**src/rtl/crtc_pkg.sv**
```systemverilog
// Shared widths, register indices and the decoded configuration record.
// Assumes a fixed 25-entry register file; the bit positions of the
// overflow and scan-line registers are behaviour and stay fixed.
package crtc_pkg;
    localparam int DW     = 8;   // host data width
    localparam int HW     = 8;   // character counter width
    localparam int VW     = 10;  // line counter width
    localparam int AW     = 16;  // memory address width
    localparam int RW     = 5;   // row-scan width
    localparam int NREG   = 25;  // indices 0x00..0x18
    localparam int IXB    = $clog2(NREG);
    localparam int HBE_W  = 6;   // bits compared for horizontal blank end
    localparam int HSE_W  = 5;   // bits compared for horizontal sync end
    localparam int VBE_W  = 7;   // bits compared for vertical blank end
    localparam int VSE_W  = 4;   // bits compared for vertical sync end
    localparam int PROT_LAST = 7; // last index covered by write protect

    localparam int IX_HTOT = 0,  IX_HDE  = 1,  IX_HBS = 2,  IX_HBE = 3;
    localparam int IX_HSS  = 4,  IX_HSE  = 5,  IX_VTOT = 6, IX_OVF = 7;
    localparam int IX_MSL  = 9,  IX_CURS = 10, IX_CURE = 11;
    localparam int IX_SAH  = 12, IX_SAL  = 13, IX_CAH = 14, IX_CAL = 15;
    localparam int IX_VSS  = 16, IX_VRE  = 17, IX_VDE = 18, IX_OFS = 19;
    localparam int IX_VBS  = 21, IX_VBE  = 22, IX_LC  = 24;
    localparam int LC8_BIT = 4;  // overflow bit that ignores write protect

    typedef struct packed {
        logic [HW-1:0]    h_total;
        logic [HW-1:0]    h_disp_end;
        logic [HW-1:0]    h_blank_start;
        logic [HBE_W-1:0] h_blank_end;
        logic [HW-1:0]    h_sync_start;
        logic [HSE_W-1:0] h_sync_end;
        logic [VW-1:0]    v_total;
        logic [VW-1:0]    v_disp_end;
        logic [VW-1:0]    v_blank_start;
        logic [VBE_W-1:0] v_blank_end;
        logic [VW-1:0]    v_sync_start;
        logic [VSE_W-1:0] v_sync_end;
        logic [VW-1:0]    line_cmp;
        logic [RW-1:0]    max_scan;
        logic             dbl_scan;
        logic [AW-1:0]    start_addr;
        logic [AW-1:0]    cur_addr;
        logic [RW-1:0]    cur_first;
        logic [RW-1:0]    cur_last;
        logic             cur_hide;
        logic [DW-1:0]    row_offset;
        logic             vint_keep;
        logic             vint_dis;
    } crtc_cfg_t;
endpackage

```
**src/rtl/crtc_regfile.sv**
```systemverilog
// Indexed register file with write protect and field assembly.
// Assumes idx_we and dat_we are never high in the same cycle.
module crtc_regfile
    import crtc_pkg::*;
(
    input  logic          clk,
    input  logic          rst_n,
    input  logic          idx_we,
    input  logic          dat_we,
    input  logic [DW-1:0] wdata,
    output crtc_cfg_t     cfg
);
    logic [DW-1:0] regs [NREG];
    logic [DW-1:0] idx_q;
    logic          hit;
    logic          locked;
    logic          wprot;

    assign wprot  = regs[IX_VRE][7];
    assign hit    = (idx_q < DW'(NREG));
    assign locked = wprot && (idx_q <= DW'(PROT_LAST));

    // Host port: index load and guarded data write.
    always_ff @(posedge clk) begin
        if (!rst_n) begin
            idx_q <= '0;
            for (int i = 0; i < NREG; i++) regs[i] <= '0;
        end else begin
            if (idx_we) idx_q <= wdata;
            if (dat_we && hit) begin
                if (locked) begin
                    if (idx_q == DW'(IX_OVF))
                        regs[IX_OVF][LC8_BIT] <= wdata[LC8_BIT];
                end else begin
                    regs[idx_q[IXB-1:0]] <= wdata;
                end
            end
        end
    end

    // Field assembly: ten-bit vertical values from low byte plus overflow bits.
    always_comb begin
        cfg.h_total       = regs[IX_HTOT];
        cfg.h_disp_end    = regs[IX_HDE];
        cfg.h_blank_start = regs[IX_HBS];
        cfg.h_blank_end   = {regs[IX_HSE][7], regs[IX_HBE][4:0]};
        cfg.h_sync_start  = regs[IX_HSS];
        cfg.h_sync_end    = regs[IX_HSE][4:0];
        cfg.v_total       = {regs[IX_OVF][5], regs[IX_OVF][0], regs[IX_VTOT]};
        cfg.v_disp_end    = {regs[IX_OVF][6], regs[IX_OVF][1], regs[IX_VDE]};
        cfg.v_sync_start  = {regs[IX_OVF][7], regs[IX_OVF][2], regs[IX_VSS]};
        cfg.v_sync_end    = regs[IX_VRE][3:0];
        cfg.v_blank_start = {regs[IX_MSL][5], regs[IX_OVF][3], regs[IX_VBS]};
        cfg.v_blank_end   = regs[IX_VBE][6:0];
        cfg.line_cmp      = {regs[IX_MSL][6], regs[IX_OVF][4], regs[IX_LC]};
        cfg.max_scan      = regs[IX_MSL][4:0];
        cfg.dbl_scan      = regs[IX_MSL][7];
        cfg.start_addr    = {regs[IX_SAH], regs[IX_SAL]};
        cfg.cur_addr      = {regs[IX_CAH], regs[IX_CAL]};
        cfg.cur_first     = regs[IX_CURS][4:0];
        cfg.cur_hide      = regs[IX_CURS][5];
        cfg.cur_last      = regs[IX_CURE][4:0];
        cfg.row_offset    = regs[IX_OFS];
        cfg.vint_keep     = regs[IX_VRE][4];
        cfg.vint_dis      = regs[IX_VRE][5];
    end

    // a protected write leaves the horizontal total untouched.
    a_r2_prot_hold: assert property (@(posedge clk) disable iff (!rst_n)
        (dat_we && wprot && idx_q == DW'(IX_HTOT)) |=> $stable(cfg.h_total));
    // line-compare bit 8 follows every write to the overflow register.
    a_r2_lc8_free: assert property (@(posedge clk) disable iff (!rst_n)
        (dat_we && idx_q == DW'(IX_OVF)) |=> (cfg.line_cmp[8] == $past(wdata[LC8_BIT])));
    // a data write beyond the last index changes nothing.
    a_r1_high_idx: assert property (@(posedge clk) disable iff (!rst_n)
        (dat_we && idx_q >= DW'(NREG)) |=> $stable(cfg));
endmodule

```
**src/rtl/crtc_span.sv**
```systemverilog
// Set/hold window: opens when the full counter matches a start value,
// closes when the low EW bits match an end value. Assumes EW <= CW.
module crtc_span #(
    parameter int CW = 8,
    parameter int EW = 6
) (
    input  logic          clk,
    input  logic          rst_n,
    input  logic [CW-1:0] cnt,
    input  logic [CW-1:0] start,
    input  logic [EW-1:0] stop,
    output logic          active
);
    logic held;

    assign active = (cnt == start) || (held && (cnt[EW-1:0] != stop));

    // Window memory from the previous character clock.
    always_ff @(posedge clk) begin
        if (!rst_n) held <= 1'b0;
        else        held <= active;
    end

    // a window only opens on its start match.
    a_r5_span_begin: assert property (@(posedge clk) disable iff (!rst_n)
        $rose(active) |-> (cnt == start));
endmodule

```
**src/rtl/crtc_sweep.sv**
```systemverilog
// Horizontal and vertical counters, the four blank/sync windows,
// display enable and the vertical interrupt latch.
// Assumes one character per clock.
module crtc_sweep
    import crtc_pkg::*;
(
    input  logic             clk,
    input  logic             rst_n,
    input  logic [HW-1:0]    h_total,
    input  logic [HW-1:0]    h_disp_end,
    input  logic [HW-1:0]    h_blank_start,
    input  logic [HBE_W-1:0] h_blank_end,
    input  logic [HW-1:0]    h_sync_start,
    input  logic [HSE_W-1:0] h_sync_end,
    input  logic [VW-1:0]    v_total,
    input  logic [VW-1:0]    v_disp_end,
    input  logic [VW-1:0]    v_blank_start,
    input  logic [VBE_W-1:0] v_blank_end,
    input  logic [VW-1:0]    v_sync_start,
    input  logic [VSE_W-1:0] v_sync_end,
    input  logic             vint_keep,
    input  logic             vint_dis,
    output logic [HW-1:0]    h,
    output logic [VW-1:0]    v,
    output logic [VW-1:0]    v_next,
    output logic             eol,
    output logic             eof,
    output logic             disp_en,
    output logic             hblank,
    output logic             hsync,
    output logic             vblank,
    output logic             vsync,
    output logic             vint
);
    localparam logic [HW-1:0] H_EXTRA = HW'(4);
    localparam logic [VW-1:0] V_EXTRA = VW'(1);

    logic [HW-1:0] h_q;
    logic [VW-1:0] v_q;
    logic [HW-1:0] h_last;
    logic [VW-1:0] v_last;
    logic          vs_q;
    logic          pend_q;

    assign h_last = h_total + H_EXTRA;
    assign v_last = v_total + V_EXTRA;
    assign eol    = (h_q == h_last);
    assign eof    = eol && (v_q == v_last);
    assign v_next = eol ? (eof ? '0 : v_q + VW'(1)) : v_q;

    // Character and line counters.
    always_ff @(posedge clk) begin
        if (!rst_n) begin
            h_q <= '0;
            v_q <= '0;
        end else begin
            h_q <= eol ? '0 : h_q + HW'(1);
            v_q <= v_next;
        end
    end

    crtc_span #(.CW(HW), .EW(HBE_W)) u_hblank (
        .clk(clk), .rst_n(rst_n), .cnt(h_q), .start(h_blank_start),
        .stop(h_blank_end), .active(hblank));
    crtc_span #(.CW(HW), .EW(HSE_W)) u_hsync (
        .clk(clk), .rst_n(rst_n), .cnt(h_q), .start(h_sync_start),
        .stop(h_sync_end), .active(hsync));
    crtc_span #(.CW(VW), .EW(VBE_W)) u_vblank (
        .clk(clk), .rst_n(rst_n), .cnt(v_q), .start(v_blank_start),
        .stop(v_blank_end), .active(vblank));
    crtc_span #(.CW(VW), .EW(VSE_W)) u_vsync (
        .clk(clk), .rst_n(rst_n), .cnt(v_q), .start(v_sync_start),
        .stop(v_sync_end), .active(vsync));

    // Vertical interrupt: latch on sync rise, held clear while keep is low.
    always_ff @(posedge clk) begin
        if (!rst_n) begin
            vs_q   <= 1'b0;
            pend_q <= 1'b0;
        end else begin
            vs_q <= vsync;
            if (!vint_keep)                        pend_q <= 1'b0;
            else if (vsync && !vs_q && !vint_dis)  pend_q <= 1'b1;
        end
    end

    assign disp_en = (h_q <= h_disp_end) && (v_q <= v_disp_end);
    assign h       = h_q;
    assign v       = v_q;
    assign vint    = pend_q;

    // the line counter only moves as a new line starts.
    a_r3_v_line_start: assert property (@(posedge clk) disable iff (!rst_n)
        (v_q != $past(v_q)) |-> (h_q == '0));
    // a low keep bit holds the interrupt clear.
    a_r8_vint_hold: assert property (@(posedge clk) disable iff (!rst_n)
        !vint_keep |=> !vint);
endmodule

```
**src/rtl/crtc_rowaddr.sv**
```systemverilog
// Row-scan counter, row base address with split-screen restart,
// memory address and cursor hit. Assumes eol/eof/v_next come from the sweep.
module crtc_rowaddr
    import crtc_pkg::*;
(
    input  logic          clk,
    input  logic          rst_n,
    input  logic          eol,
    input  logic          eof,
    input  logic [VW-1:0] v_next,
    input  logic [HW-1:0] h,
    input  logic          disp_en,
    input  logic [VW-1:0] line_cmp,
    input  logic [RW-1:0] max_scan,
    input  logic          dbl_scan,
    input  logic [AW-1:0] start_addr,
    input  logic [DW-1:0] row_offset,
    input  logic [AW-1:0] cur_addr,
    input  logic [RW-1:0] cur_first,
    input  logic [RW-1:0] cur_last,
    input  logic          cur_hide,
    output logic [RW-1:0] row_scan,
    output logic [AW-1:0] mem_addr,
    output logic          cursor
);
    logic [RW-1:0] rs_q;
    logic          dbl_q;
    logic [AW-1:0] base_q;

    // Per-line update: split restart, frame reload, doubling, row step.
    always_ff @(posedge clk) begin
        if (!rst_n) begin
            rs_q   <= '0;
            dbl_q  <= 1'b0;
            base_q <= '0;
        end else if (eol) begin
            if (v_next == line_cmp) begin
                rs_q   <= '0;
                dbl_q  <= 1'b0;
                base_q <= '0;
            end else if (eof) begin
                rs_q   <= '0;
                dbl_q  <= 1'b0;
                base_q <= start_addr;
            end else if (dbl_scan && !dbl_q) begin
                dbl_q <= 1'b1;
            end else begin
                dbl_q <= 1'b0;
                if (rs_q == max_scan) begin
                    rs_q   <= '0;
                    base_q <= base_q + AW'(row_offset);
                end else begin
                    rs_q <= rs_q + RW'(1);
                end
            end
        end
    end

    assign mem_addr = base_q + AW'(h);
    assign row_scan = rs_q;
    assign cursor   = disp_en && !cur_hide && (mem_addr == cur_addr)
                      && (rs_q >= cur_first) && (rs_q <= cur_last);

    // entering the compare line restarts address and row scan.
    a_r10_split: assert property (@(posedge clk) disable iff (!rst_n)
        (eol && v_next == line_cmp) |=> (row_scan == '0 && mem_addr == '0));
    // the cursor never shows outside the active area.
    a_r11_cursor_display: assert property (@(posedge clk) disable iff (!rst_n)
        cursor |-> disp_en);
endmodule

```
**src/rtl/crtc_core.sv**
```systemverilog
// Top of the raster timing controller: register file, sweep and row addressing.
// Assumes one character per clock and a host that loads the index before data.
module crtc_core
    import crtc_pkg::*;
(
    input  logic          clk,
    input  logic          rst_n,
    input  logic          idx_we,
    input  logic          dat_we,
    input  logic [7:0]    wdata,
    output logic [7:0]    h_count,
    output logic [9:0]    v_count,
    output logic          disp_en,
    output logic          hblank,
    output logic          hsync,
    output logic          vblank,
    output logic          vsync,
    output logic          vint,
    output logic [4:0]    row_scan,
    output logic [15:0]   mem_addr,
    output logic          cursor
);
    crtc_cfg_t     cfg;
    logic [VW-1:0] v_next;
    logic          eol;
    logic          eof;

    crtc_regfile u_regs (
        .clk(clk), .rst_n(rst_n), .idx_we(idx_we), .dat_we(dat_we),
        .wdata(wdata), .cfg(cfg));

    crtc_sweep u_sweep (
        .clk(clk), .rst_n(rst_n),
        .h_total(cfg.h_total), .h_disp_end(cfg.h_disp_end),
        .h_blank_start(cfg.h_blank_start), .h_blank_end(cfg.h_blank_end),
        .h_sync_start(cfg.h_sync_start), .h_sync_end(cfg.h_sync_end),
        .v_total(cfg.v_total), .v_disp_end(cfg.v_disp_end),
        .v_blank_start(cfg.v_blank_start), .v_blank_end(cfg.v_blank_end),
        .v_sync_start(cfg.v_sync_start), .v_sync_end(cfg.v_sync_end),
        .vint_keep(cfg.vint_keep), .vint_dis(cfg.vint_dis),
        .h(h_count), .v(v_count), .v_next(v_next), .eol(eol), .eof(eof),
        .disp_en(disp_en), .hblank(hblank), .hsync(hsync),
        .vblank(vblank), .vsync(vsync), .vint(vint));

    crtc_rowaddr u_row (
        .clk(clk), .rst_n(rst_n), .eol(eol), .eof(eof), .v_next(v_next),
        .h(h_count), .disp_en(disp_en), .line_cmp(cfg.line_cmp),
        .max_scan(cfg.max_scan), .dbl_scan(cfg.dbl_scan),
        .start_addr(cfg.start_addr), .row_offset(cfg.row_offset),
        .cur_addr(cfg.cur_addr), .cur_first(cfg.cur_first),
        .cur_last(cfg.cur_last), .cur_hide(cfg.cur_hide),
        .row_scan(row_scan), .mem_addr(mem_addr), .cursor(cursor));
endmodule

```
**config.mk**
```make
export PLATFORM = sky130hd
export DESIGN_NAME = crtc_core
export DESIGN_NICKNAME = d
export VERILOG_FILES = /design/src/rtl/crtc_pkg.sv /design/src/rtl/crtc_regfile.sv /design/src/rtl/crtc_span.sv /design/src/rtl/crtc_sweep.sv /design/src/rtl/crtc_rowaddr.sv /design/src/rtl/crtc_core.sv
export SDC_FILE = /design/constraint.sdc
export NUM_CORES = 1
export LEC_CHECK = 0
export BUFFER_PORTS_ARGS = -buffer_cell sky130_fd_sc_hd__clkbuf_2
export CAP_MARGIN = 20
export CELL_PAD_IN_SITES_DETAIL_PLACEMENT = 0
export CELL_PAD_IN_SITES_GLOBAL_PLACEMENT = 1
export CORE_MARGIN = 2
export CORE_UTILIZATION = 54
export CTS_CLUSTER_SIZE = 25
export DETAILED_ROUTE_END_ITERATION = 6
export GPL_TIMING_DRIVEN = 0
export PLACE_DENSITY = 0.82
export SYNTH_ARGS = -nofsm -noshare
export SYNTH_HDL_FRONTEND = slang
export SYNTH_SLANG_ARGS = --single-unit
```
**constraint.sdc**
```tcl
create_clock -name clk -period 8.8 [get_ports clk]
set_clock_uncertainty 0.15 [all_clocks]
set_input_delay 1.32 -clock clk [delete_from_list [all_inputs] [get_ports clk]]
set_output_delay 1.32 -clock clk [all_outputs]
set_load 0.005 [all_outputs]
```
### Word-level counts from Yosys, hierarchy flattened

Memories as Yosys holds them, arrays and structs flattened.
Cells that the tools add are included.

| cells by class | value |
|---|---|
| shift-type cells | 0 |
| muxes and demuxes | 27 |
| reductions and logical operators | 29 |
| equal/unequal tests | 15 |
| divide/modulo/power cells | 0 |
| $mul | 0 |
| add/subtract/negate cells | 7 |
| bitwise operators | 2 |
| $lt $le $gt $ge | 6 |

Operator list:

| cell | count |
|---|---|
| $mux W16 | 4 |
| $eq A10 B10 Y1 | 4 |
| $add A16 B8 Y16 | 2 |
| $mux W5 | 5 |
| $eq A8 B8 Y1 | 3 |
| $add A10 B1 Y10 const B | 2 |
| $mux W10 | 2 |
| $eq A16 B16 Y1 | 1 |
| $logic_and A1 B1 Y1 | 15 |
| $mux W1 | 15 |
| $le A10 B10 Y1 | 1 |
| $add A8 B1 Y8 const B | 1 |
| $add A8 B3 Y8 const B | 1 |
| $eq A8 B3 Y1 const B | 1 |
| $le A8 B3 Y1 const B | 1 |
| $le A8 B8 Y1 | 1 |
| $lt A8 B5 Y1 const B | 1 |
| $mux W8 | 1 |
| $reduce_or A8 Y1 | 1 |
| $ne A7 B7 Y1 | 1 |
| $ne A6 B6 Y1 | 1 |
| $add A5 B1 Y5 const B | 1 |
| $eq A5 B5 Y1 | 1 |
| $ge A5 B5 Y1 | 1 |
| other kinds (12) | 19 |

| storage, ports and cells | value |
|---|---|
| ROM bits | 0 |
| input port bits | 12 |
| bits in latches | 0 |
| output and inout bits | 46 |
| memory bits (writable) | 200 |
| word-level logic and storage cells | 98 |
| flip-flop bits (word level) | 53 |
| memories kept | 1 |

Memories:

| memory | depth | width | rd ports | clocked after memory_dff | write ports | line | source |
|---|---|---|---|---|---|---|---|
| u_regs.regs | 25 | 8 | 22 | 0 | 25 | crtc_regfile.sv:13 | `logic [DW-1:0] regs [NREG];` |

### Depth between registers and ports, before layout

Gate-level depths: netlist of run 1.
An unclocked memory read counts as a cell.

| depth | value |
|---|---|
| depth in word-level cells | 9 |
| mapped depth | 14 |
| gate-level depth less buffers | 14 |

### Modules after synthesis

A second synthesis of run 1 with hierarchy kept.

| second synthesis, totals | value |
|---|---|
| cells, all modules | 1,189 |
| area, all modules | 12,179.2 um^2 |

By module, submodules not included:

| module | area an instance (um^2) | times used | cells each | sequential area each (um^2) |
|---|---|---|---|---|
| crtc_regfile | 6,710.2 | 1 | 497 | 5,084.9 |
| crtc_rowaddr | 2,802.7 | 1 | 372 | 440.4 |
| crtc_sweep | 1,874.3 | 1 | 231 | 400.4 |
| crtc_span (u_sweep.u_vblank) | 232.7 | 1 | 26 | 20.0 |
| crtc_span (u_sweep.u_vsync) | 193.9 | 1 | 20 | 20.0 |
| crtc_span (u_sweep.u_hblank) | 187.7 | 1 | 22 | 20.0 |
| crtc_span (u_sweep.u_hsync) | 177.7 | 1 | 21 | 20.0 |

### Least setup slack after synthesis of run 1

OpenSTA, ideal clock, no wires.

| timing path | value |
|---|---|
| path type | register -> output |
| start | register u_sweep.h_q[0], in the netlist u_sweep.h[0] |
| end | output cursor |
| path buffers | 0 |
| path slack | 4.434 ns |
| stages on the path, launching flop included | 14 |
| data arrival time | 2.896 ns |
| data required time | 7.330 ns |
| path through | dfxtp_1 > ha_1 > fa_1 > a21o_1 > a21oi_1 > nor2b_1 > o21ai_0 > a21o_1 > nor3_1 > xor2_1 > xnor2_1 > nand2_1 > or4_1 > nor3_1 |

| between the ends | value |
|---|---|
| elaborated cells on any way between the ends | 8 |
| those cells by class | add/sub (1); order compare (1); eq/ne (1); reduce/logical (5) |

RTL lines:

| element | line | source |
|---|---|---|
| start, declared | crtc_sweep.sv:38 | `logic [HW-1:0] h_q;` |
| start signal, assigned | crtc_sweep.sv:57 | `h_q <= eol ? '0 : h_q + HW'(1);` |
| $add A16 B8 Y16 | crtc_rowaddr.sv:59 | `assign mem_addr = base_q + AW'(h);` |
| net mem_addr[12] | crtc_core.sv:20 | `output logic [15:0] mem_addr,` |
| $eq A16 B16 Y1 | crtc_rowaddr.sv:61 | `assign cursor = disp_en && !cur_hide && (mem_addr == cur_addr)` |
| $logic_and A1 B1 Y1 | crtc_rowaddr.sv:61 |  |
| $logic_and A1 B1 Y1 (2 in a row) | crtc_rowaddr.sv:62 | `&& (rs_q >= cur_first) && (rs_q <= cur_last);` |
| end, declared | crtc_core.sv:21 | `output logic cursor` |

The timed path passes the listed nets, and every way through them passes these cells.

### Worst setup path in the final report of run 1

| timing path | value |
|---|---|
| start | register u_sweep.h_q[0], in the netlist u_sweep.h[0] |
| end | output cursor |

| between the ends | value |
|---|---|
| word-level cells in the longest chain between the ends | 6 |
| elaborated cells on any way between the ends | 8 |
| those cells by class | add/sub (1); order compare (1); eq/ne (1); reduce/logical (5) |

RTL lines:

| element | line |
|---|---|
| branches (longest 3 deep; another with $add A16 B8 Y16) | - |
| $logic_and A1 B1 Y1 * | crtc_rowaddr.sv:61 |
| $logic_and A1 B1 Y1 * (2 in a row) | crtc_rowaddr.sv:62 |

Mark *: on every way between the ends.

==> results.cfg, run 1 <==
[outcome]
status = completed

[worst_setup_path]
r2r_cells = 12
worstSetupStartpoint = u_sweep.h[0]
critPathMaxFanout = 5
timing.rr.start = u_regs.regs[0][2]
r2r_setup_slack_ps = 4230
critical_path_arrival_ps = 4030
worstSetupPathType = register to primary output
cp-start-kind = register
endpoint = cursor
reg2reg_to = u_row.base_q[8]
required_ps = 7330
cp-end-kind = primary output

[drt]
wl_per_cell_um = 21.05
via_per_inst = 5.827
drt-pass1-iter-count = 5
antenna_left = 0
wirelength_um = 31960
route.detailed.drc = 0
vias = 8846
drt-initial-drc-count = 574

[global_routing]
grt_pass1_vias = 8368
grt_max_degree = 14
grt_antenna_before_repair = 2
grt-ovfl-total = 0
grt_pass1_wl_um = 48850
grt_use_total_pct = 27.44

[power]
power.switching_w = 0.0005456
p_int_w = 0.001802
combinationalPowerShare_pct = 6.7
irDropWorstVdd_v = 0.0001575
powerDensity_nw_per_um2 = 173.2
leakage_nw = 5.435
netSwitchingFraction_pct = 23.24
seqPwrFrac_pct = 49.1
pwr-share-clk_pct = 44.2

[clocking]
cts_resized = 0
clock-sinks = 217
cts_max_path_buffers = 3
numCtsBuffers = 25
root_buffer = clkbuf_16
htree_levels = 1
insertion_delay_ps = 540
ctsHoldBuffers = 0
cts_tree = yes
clkTransAtPathRegs_ps = 60
cts_setup_buffers = 0

[synth]
ys_types = 67
ys_seq_elements = 217
yosysTopAreaCell = edfxtp_1
synth.most_common_cell = and2_1
synth-edff-count = 164
yosysSeqAreaShare_pct = 49.61
avgSynthCellArea_um2 = 10.67
synth_fp_nets = 1194
synth_top_area_share_pct = 40.82
yosys-top-cells-count = and2_1, edfxtp_1, xnor2_1
yosys_warnings = 0
netlist_area_um2 = 12070
async_reset_ff_share_pct = 0
synthCells = 1131
ys.flop_type = edfxtp_1
synth_top_cells_by_area = edfxtp_1, dfxtp_1, and2_1

[floorplan]
die_y_um = 153.5
dieArea_um2 = 23550
ioPinCount = 58
fp.dieW_um = 153.5
coreArea_um2 = 21890
rows = 54
start_util_pct = 55.12

[sta]
slew_headroom_pct = 24.31
finalSetupTns_ps = 0
setup-violations-final = 0
fmax_mhz = 182.0
finalMaxSlewViolations = 0
fin_crit_sh_pct = 62.45
tightest_slew_ps = 1124
hold_viol = 0
rsz0062_at_grt = no
period_needed_ps = 5495

[layout]
syn_to_final_growth_pct = 12.35
num-nets-final = 1282
final_cells = 1518
insertedDiodeCount = 0
drive_gt1_share_pct = 10.50

[placement]
place_congestion = 0.8546
place_inst = 1468
hpwl_um = 22660
numPortBuffers = 54

[hold_path]
hp-class = register to register

[job]
max_cap_viol_count = 0
[sequential cells by signal, indices dropped and copies added, names as in the netlist]
signal	flops
u_regs.regs	164
u_row.base_q	16
u_sweep.v	10
u_regs.idx_q	8
u_sweep.h	8
u_row.row_scan	5
u_row.dbl_q	1
u_sweep.u_hblank.held	1
u_sweep.u_hsync.held	1
u_sweep.u_vblank.held	1
u_sweep.vint	1
u_sweep.vs_q	1
[area by class of cell]
| cell class | instances | area, um2 |
|---|---|---|
| plain buffers | 58 | 251.5 |
| clock buffers | 34 | 699.4 |
| clock inverters | 12 | 127.6 |
| fillers | 1862 | 8335 |
| inverters | 44 | 165.2 |
| multi-input cells | 812 | 5663 |
| flip-flops and latches | 217 | 5986 |
| well taps | 280 | 350.3 |
| repair buffers | 61 | 312.8 |
[per-stage QoR]
step                      cell area (um2)  total power, W  util, %  hold slack [ps]  setup WS (ps)
final                               13560        0.002348    61.92            339.1           3305
after floorplan                     12070        0.001267        -            299.3           4434
after CTS                           13530        0.002354    61.81            337.9           3295
after global routing                13560        0.002416    61.92            360.8           3080
after global placement              12690        0.001326    57.95            310.3           3930
after detailed placement            12700        0.001330    58.03            326.3           3878
[kinds of logic (layout without fill, tap and decap cells)]
logic type	Yosys count	in the layout	synth area share, %
muxes	10	10	0.8297
xor gates and xnor gates	137	137	10.01
and+or+nand+nor	441	441	20.89
AOI/OAI and AO/OA	173	173	9.800
buffers and inverters	102	209	3.453
DFF	217	217	49.61
adders and majority gates	51	51	5.413
[power by group through the flow]
stage / combinational (W) / clock (W) / sequential, W
after floorplan: 0.000100 / 0 / 0.00117
after CTS: 0.000157 / 0.00105 / 0.00115
after global routing: 0.000172 / 0.00109 / 0.00116
after detailed placement: 0.000156 / 0 / 0.00117
final: 0.000158 / 0.00104 / 0.00115
after global placement: 0.000153 / 0 / 0.00117
[worst min-delay path by stage]
stage	start	end	slack (ps)	cells past startpoint
floorplan	u_row.dbl_q	u_row.dbl_q	300	2
global placement	u_regs.regs[17][4]	u_sweep.vint	310	1
detailed placement	u_row.dbl_q	u_row.dbl_q	330	2
CTS	u_row.dbl_q	u_row.dbl_q	340	2
global route	u_row.dbl_q	u_row.dbl_q	360	2
finish	u_row.dbl_q	u_row.dbl_q	340	2
[routing by layer]
layer  GRT usage, %  up-vias  part of all wire, %
met5              0        -                0.028
met4          9.524        2                  3.5
met3          4.848       64                  6.6
met2          44.30      283                   46
met1          37.61     4294                   44
li1               -     4203                    -
[layout by cell type, fill, tap and decap left out, types with 10 or more instances in the layout]
cell type	Yosys	routed
and3_1	12	12
mux2i_1	10	10
xnor2_1	83	83
clkbuf_2	0	54
a21o_1	19	19
nor2b_1	22	22
dfxtp_1	53	53
clkbuf_16	0	25
nor3_1	19	19
a21oi_1	23	23
nor4_1	13	13
inv_1	44	44
nor2_1	59	59
ha_1	49	49
nand2b_1	11	11
edfxtp_1	164	164
clkbuf_1	40	45
buf_2	12	16
o21ai_0	56	56
xor2_1	53	53
and2_1	169	169
nand2_1	42	42
nand4_1	22	22
nand3_1	33	33
[critical path: stages (launching register included)]
cell and delay (ps):
dfxtp_1 370, ha_1 250, fa_1 410, a21o_1 180
a21oi_1 220, nor2b_1 70, o21ai_0 250, a21o_1 360
nor2_1 90, xnor2_1 300, xnor2_1 160, nand2_1 60
or4_1 460, nor3_1 190, clkbuf_2 140
Power figures use the tool's default switching activity.
==> inputs of run 2 (changes only) <==
- CORE_UTILIZATION: 54 -> 50
- PLACE_DENSITY: 0.82 -> 0.77
- clock period: 8.8 -> 5.7 ns (I/O delays scaled with it)
==> run 2 against run 1 <==
Net effect:
- largest cell class unchanged
- critical path depth unchanged
- final cell count increased by 2.9%
- global-route usage decreased by 1.6 points
- sequential share of layout area decreased by 0.23 points
- register-to-register slack got worse by 2900 ps
- combinational power increased by 56%
- critical endpoint unchanged
- wire length increased by 2.5%
- clock power increased by 55%
==> results.cfg, run 2 (same netlist as run 1, synthesis figures left out) <==
[placement]
place_inst = 1508
place_congestion = 0.8386
placedInstanceArea_um2 = 12750
numPortBuffers = 54
hpwl_um = 23380

[worst_setup_path]
cp-start-kind = register
r2r_setup_slack_ps = 1300
path_cells = ha_1 > fa_1 > a21o_1 > a21oi_1 > nor2b_1 > o21ai_0 > a21o_1 > nor3_1 > xor2_1 > xnor2_1 > nand2_1 > or4_1 > nor3_1 > clkbuf_2
critical_path_arrival_ps = 4020
path_depth = 14
cp-end-kind = primary output
cp_num_buf_inv = 1
reg2reg_to = u_row.base_q[10]
critPathMaxFanout = 5
max_stage_delay_ps = 480
r2r_cells = 11
required_ps = 4700
timing.rr.start = u_sweep.v[0]
critPathTopFamily = compound AO/OA/AOI/OAI gates
cp_slowest_cell = or4_1
worstSetupPathType = register to primary output

[power]
powerDensity_nw_per_um2 = 267.0
irDropWorstVdd_v = 0.0002267
leakage_nw = 5.447

[clocking]
ctsHoldBuffers = 0
clock-sinks = 217
htree_levels = 1
clkTransAtPathRegs_ps = 60
cts_max_path_buffers = 3
cts_resized = 0
cts_setup_buffers = 0
insertion_delay_ps = 520
root_buffer = clkbuf_16
numCtsBuffers = 25
cts_tree = yes

[sta]
hold_viol = 0
rsz0062_at_grt = no
finalSetupTns_ps = 0
fmax_mhz = 199.0
setup-violations-final = 0
finalMaxSlewViolations = 0
whs_ps = 334.6
fin_crit_sh_pct = 88.14
slew_headroom_pct = 26.30
tightest_slew_ps = 1094
period_needed_ps = 5024

[global_routing]
grt_max_degree = 14
grt_antenna_before_repair = 0
grt-ovfl-total = 0
grt_use_total_pct = 25.84
grt_pass1_wl_um = 49870
grt_pass1_vias = 8436

[hold_path]
hp-start = u_regs.regs[17][4]
hp-class = register to register
whs_path_depth = 1
holdPathEnd = u_sweep.vint

[floorplan]
die_y_um = 159.3
rows = 56
dieArea_um2 = 25390
fp.dieW_um = 159.3
ioPinCount = 58
coreArea_um2 = 23610
start_util_pct = 51.10

[layout]
largest-register = u_regs.regs
layout_common_cells = and2_1, edfxtp_1, xnor2_1
num-nets-final = 1286
syn_to_final_growth_pct = 12.94
final_common_cell = and2_1
final_area_um2 = 13630
utilization_pct = 57.71
drive_gt1_share_pct = 10.56
largest_reg_flops = 164
final_cells = 1562

[drt]
vias = 8710
drt-initial-drc-count = 677
wl_per_cell_um = 20.98
via_per_inst = 5.576
antenna_left = 0
wirelength_um = 32770
drt-pass1-iter-count = 5
route.detailed.drc = 0

[outcome]
status = completed

[job]
max_cap_viol_count = 0
run 2: layout make-up:
| cell class | instances | area (um2) |
|---|---|---|
| repair buffers | 65 | 335.3 |
| flip-flops and latches | 217 | 5986 |
| fillers | 2143 | 9986 |
| clock inverters | 9 | 125.1 |
| inverters | 44 | 165.2 |
| well taps | 319 | 399.1 |
| diodes | 2 | 5.005 |
| multi-input cells | 812 | 5663 |
| clock buffers | 36 | 696.9 |
| plain buffers | 58 | 251.5 |
run 2: power by group:
part	internal (W)	switching [W]	leakage (nW)
registers	0.00175	0.0000325	2.12
logic	0.0000832	0.000162	2.92
clock network	0.000983	0.000631	0.399
total	0.00281	0.000826	5.45
run 2: worst max-delay path by stage:
| stage | from | endpoint |
|---|---|---|
| after floorplan | u_sweep.h[0] | cursor |
| after global placement | u_sweep.h[0] | cursor |
| after detailed placement | u_sweep.h[0] | cursor |
| after CTS | u_sweep.h[0] | cursor |
| after global routing | u_sweep.h[0] | cursor |
| final | u_sweep.h[0] | cursor |
run 2: routing by layer:
layer,routed length [um],GRT usage (%)
met1,14870,36.11
met2,15260,42.51
met3,1935,3.595
met4,699,6.901
met5,0,0
run 2: metrics by stage:
stage                     total power, W  setup slack (ps)
after global placement          0.002048              1297
after floorplan                 0.001956              1799
after CTS                       0.003646             703.8
after global routing            0.003744             385.7
final                           0.003639             675.8
after detailed placement        0.002053              1249
